**config.mk**
```make
export PLATFORM = sky130hd
export DESIGN_NAME = nt_mirror_ctl
export DESIGN_NICKNAME = d
export VERILOG_FILES = /design/src/rtl/nt_mirror_ctl.sv
export SDC_FILE = /design/constraint.sdc
export NUM_CORES = 1
export LEC_CHECK = 0
export BUFFER_PORTS_ARGS = -buffer_cell sky130_fd_sc_hd__buf_2
export CAP_MARGIN = 10
export CORE_AREA = 2 2 39 41
export DETAILED_ROUTE_END_ITERATION = 7
export DIE_AREA = 0 0 41 43
export SETUP_SLACK_MARGIN = 0.3
export SLEW_MARGIN = 15
export SYNTH_ARGS = -nofsm -noshare
export SYNTH_HDL_FRONTEND = slang
export SYNTH_SLANG_ARGS = --single-unit
```
**constraint.sdc**
```tcl
create_clock -name clk -period 0.84 [get_ports clk]
set_clock_uncertainty 0.15 [all_clocks]
set_input_delay 0.126 -clock clk [delete_from_list [all_inputs] [get_ports clk]]
set_output_delay 0.126 -clock clk [all_outputs]
set_load 0.01 [all_outputs]
```
**src/rtl/nt_mirror_ctl.sv**
```systemverilog
module nt_mirror_ctl (
  input  logic       clk,
  input  logic       rst,
  input  logic       cpu_phi,
  input  logic       cpu_rw,
  input  logic       rom_sel_n,
  input  logic [1:0] cpu_data_lo,
  input  logic       ppu_a10,
  input  logic       ppu_a11,
  input  logic       ppu_a13,
  output logic       vram_bank,
  output logic       vram_ce_n,
  output logic       pat_ce_n
);
  localparam logic [1:0] MODE_ONE_LO = 2'b00;
  localparam logic [1:0] MODE_ONE_HI = 2'b01;
  localparam logic [1:0] MODE_VERT   = 2'b10;
  localparam logic [1:0] MODE_HORZ   = 2'b11;

  logic       phi_q;
  logic       wr_q;
  logic [1:0] mode_q;

  always_ff @(posedge clk) begin
    if (rst) begin
      phi_q  <= 1'b0;
      wr_q   <= 1'b0;
      mode_q <= MODE_VERT;
    end else begin
      phi_q <= cpu_phi;
      if (cpu_phi)
        wr_q <= !rom_sel_n && !cpu_rw;
      if (phi_q && !cpu_phi && wr_q)
        mode_q <= cpu_data_lo;
    end
  end

  always_comb begin
    unique case (mode_q)
      MODE_ONE_LO: vram_bank = 1'b0;
      MODE_ONE_HI: vram_bank = 1'b1;
      MODE_VERT:   vram_bank = ppu_a10;
      MODE_HORZ:   vram_bank = ppu_a11;
      default:     vram_bank = 1'b0;
    endcase
  end

  assign vram_ce_n = !ppu_a13;
  assign pat_ce_n  = ppu_a13;
endmodule

```
==> impl_results.md <==
* Status: complete, but fails checks
* Failing checks: negative hold slack, negative setup slack
* Starting DRT DRC Count at 2
* Clk root buf: clkbuf_4
* Synth cell types at 11
* Worst slew pin tran at 0.108 ns
* Hold Vio Cnt, Final at 3
* Reg-to-Reg End: mode_q[1]$_SDFFE_PP1P_
* Total CTS buffers at 3
* Largest net degree at the start of global routing at 7
* CP required at 0.56 ns
* FP Rows at 14
* DIE HEIGHT at 43 um
* First-pass GRT wire length at 565 um
* Hold Path Class: primary input to flip-flop
* Post-placement cell area at 255 um2
* Final setup fails at 3
* Pre-antenna DRT Iters at 2
* FMAX at 0.855 GHz
* Layout cells sized above 1 at 0.686
* LEAKAGE at 0.153 nW
* Wire per inst at 7.75 um
* Setup CP Type: flip-flop to primary output
* ANT cells at 0
* MaxCap Viol Count at 0
* Synth-to-Final Area Change at 88.3%
* Synth top area share at 0.441
* Remaining DRCs at 0
* FF+latch count, synth at 4
* Max Slew Vio Count at 0
* Main area contributors after synthesis: dfxtp_1 (44%), mux2i_1 (11%), nand2b_1 (10%)
* Clk Latency, worst-skew pair at 0.23 ns
* Starting density of the core at 0.131
* I/O pin total at 13
* R2R setup slack at -0.07 ns
* Clock sinks at 4
* Die area at 0.00176 mm2
* Crit path DAT at 0.89 ns
* Clk slew on worst S/H paths at 0.04 ns
* Power density cells at 1500 mW/mm2
* Global Route Usage Sum at 0.0582
* Critical-path cell list: a21oi_2 -> a31oi_1 -> buf_2
* Port bufs at 12
* Final ANT Viol Nets at 0
* Remaining Overflow, GRT at 0
* NumNets Final at 47
* Netlist Area Pre-Place at 181 um2
* Final worst-path cycle share at 1.39
* Worst path max stage delay at 0.34 ns
* Hold Path Depth at 2
* Vias in the first global route at 151
* Minimum clock period at 1.17 ns
* Worst Hold End: wr_q$_SDFFE_PP0P_
* Register area share after synthesis at 0.441
* CTS tree: built
* Crit path launch type: flip-flop
* Maximum vdd drop at 0.694 mV
* Critical path peak fanout at 3
* Slowest CP cell: dfxtp_2
* Reg2Reg Launch Point: wr_q$_SDFFE_PP0P_
* Via count at 190
* RSZ-0062 raised after global routing: yes
* Hold slack at -0.0387 ns
* Cell count after synthesis at 20
* Die width at 41 um
* Cell taking the most area after synthesis: dfxtp_1
* PnR worst setup slack at -0.329 ns
* Initial antenna violation count at 0
* Post-Syn Nets at 30
* Relative slew slack at 0.926
* Clock Tree Buf Depth at 2
* DR vias/cell at 3.73
* CP endpoint kind: primary output
* Final Wtd Congestion at 0.564
* H-Tree Depth at 1
* Cells on worst reg2reg path at 2
* Final wirelength at 395 um
* Hold path startpoint: rst
* Core ar. at 0.00138 mm2
* Post-route cell area at 342 um2
* Avg Cell Area, Syn at 9.07 um2
* YS warnings at 0
## timing repair
action | 4_1_cts | 5_1_grt
pin swaps | 3 | 2
hold endpoints to repair | 3 | 2
setup buffers | 0 | 1
gates resized for setup | 9 | 6
setup endpoints to repair | 6 | 6
## Yosys cell counts (all sizes together)
cell type,instances
nand2b,3
a21oi,2
nor2,2
a31oi,1
inv,2
buf,1
mux2i,2
nor2b,1
and3b,1
dfxtp,4
or3b,1
## worst max path at each step
stage | start | endpoint | slack [ns] | cells past startpoint
after floorplan | wr_q$_SDFFE_PP0P_ | mode_q[1]$_SDFFE_PP1P_ | -0.05 | 2
after global placement | rom_sel_n | wr_q$_SDFFE_PP0P_ | -0.07 | 3
after detailed placement | mode_q[0]$_SDFFE_PP0P_ | vram_bank | -0.09 | 3
after CTS | mode_q[1]$_SDFFE_PP1P_ | vram_bank | -0.34 | 3
after global routing | mode_q[1]$_SDFFE_PP1P_ | vram_bank | -0.39 | 3
final | mode_q[1]$_SDFFE_PP1P_ | vram_bank | -0.33 | 3
## worst max-delay path: cells and delay by family (launching register included)
kind | cells | cell delay [ns]
buf+inv | 1 | 0.14
flops | 1 | 0.34
compound gates | 2 | 0.17
## cell usage in the layout, fill, tap and decap left out
| cell type | Yosys | final |
|---|---|---|
| a21oi_2 | 0 | 2 |
| a31oi_1 | 1 | 1 |
| and3b_2 | 0 | 1 |
| buf_2 | 0 | 8 |
| buf_6 | 0 | 4 |
| buf_8 | 0 | 1 |
| clkbuf_4 | 0 | 3 |
| clkinv_4 | 0 | 1 |
| dfxtp_1 | 4 | 1 |
| dfxtp_2 | 0 | 3 |
| inv_1 | 2 | 1 |
| mux2i_1 | 2 | 2 |
| nand2b_1 | 3 | 2 |
| nand2b_4 | 0 | 1 |
| nor2_1 | 2 | 2 |
| nor2b_1 | 1 | 1 |
| or3b_1 | 1 | 1 |
## logic make-up after synthesis
| family | count (synthesis) | synth area share |
|---|---|---|
| simple gates | 8 | 0.276 |
| flops | 4 | 0.441 |
| compound gates | 3 | 0.0897 |
| buf+inv | 3 | 0.0828 |
| mux | 2 | 0.110 |
## power breakdown
part | internal, mW | switching (mW) | total (mW)
Clock | 0.160 | 0.0779 | 0.238
Sequential | 0.196 | 0.00187 | 0.198
Combinational | 0.0506 | 0.0275 | 0.0781
Total | 0.407 | 0.107 | 0.514
## final cells by class
type / count / area, um2
timing repair buffer: 13 / 100
multi-input combinational: 13 / 103
sequential: 4 / 83.8
inverter: 2 / 12.5
clock buffer: 3 / 22.5
tap: 16 / 20.0
fill: 152 / 1040
## flip-flops by register name, summed over array words and instances, names as in the netlist
signal / cells
mode_q: 2
phi_q: 1
wr_q: 1
## stage by stage
step / instances / util / power [mW] / setup TNS [ns] / setup slack (ns)
after floorplan: 20 / - / 0.223 / -0.117 / -0.0452
after global placement: 47 / 0.184 / 0.252 / -0.278 / -0.0715
after detailed placement: 47 / 0.184 / 0.252 / -0.315 / -0.0894
after CTS: 50 / 0.224 / 0.515 / -0.494 / -0.340
after global routing: 51 / 0.247 / 0.549 / -0.611 / -0.389
final: 51 / 0.247 / 0.514 / -0.471 / -0.329
## routing by layer
| layer | track usage | wire, um |
|---|---|---|
| met5 | 0 | 0 |
| met4 | 0.0400 | 4 |
| met3 | 0.0942 | 68 |
| met2 | 0.0625 | 166 |
| met1 | 0.0450 | 156 |
(Power assumes the default switching activity.)
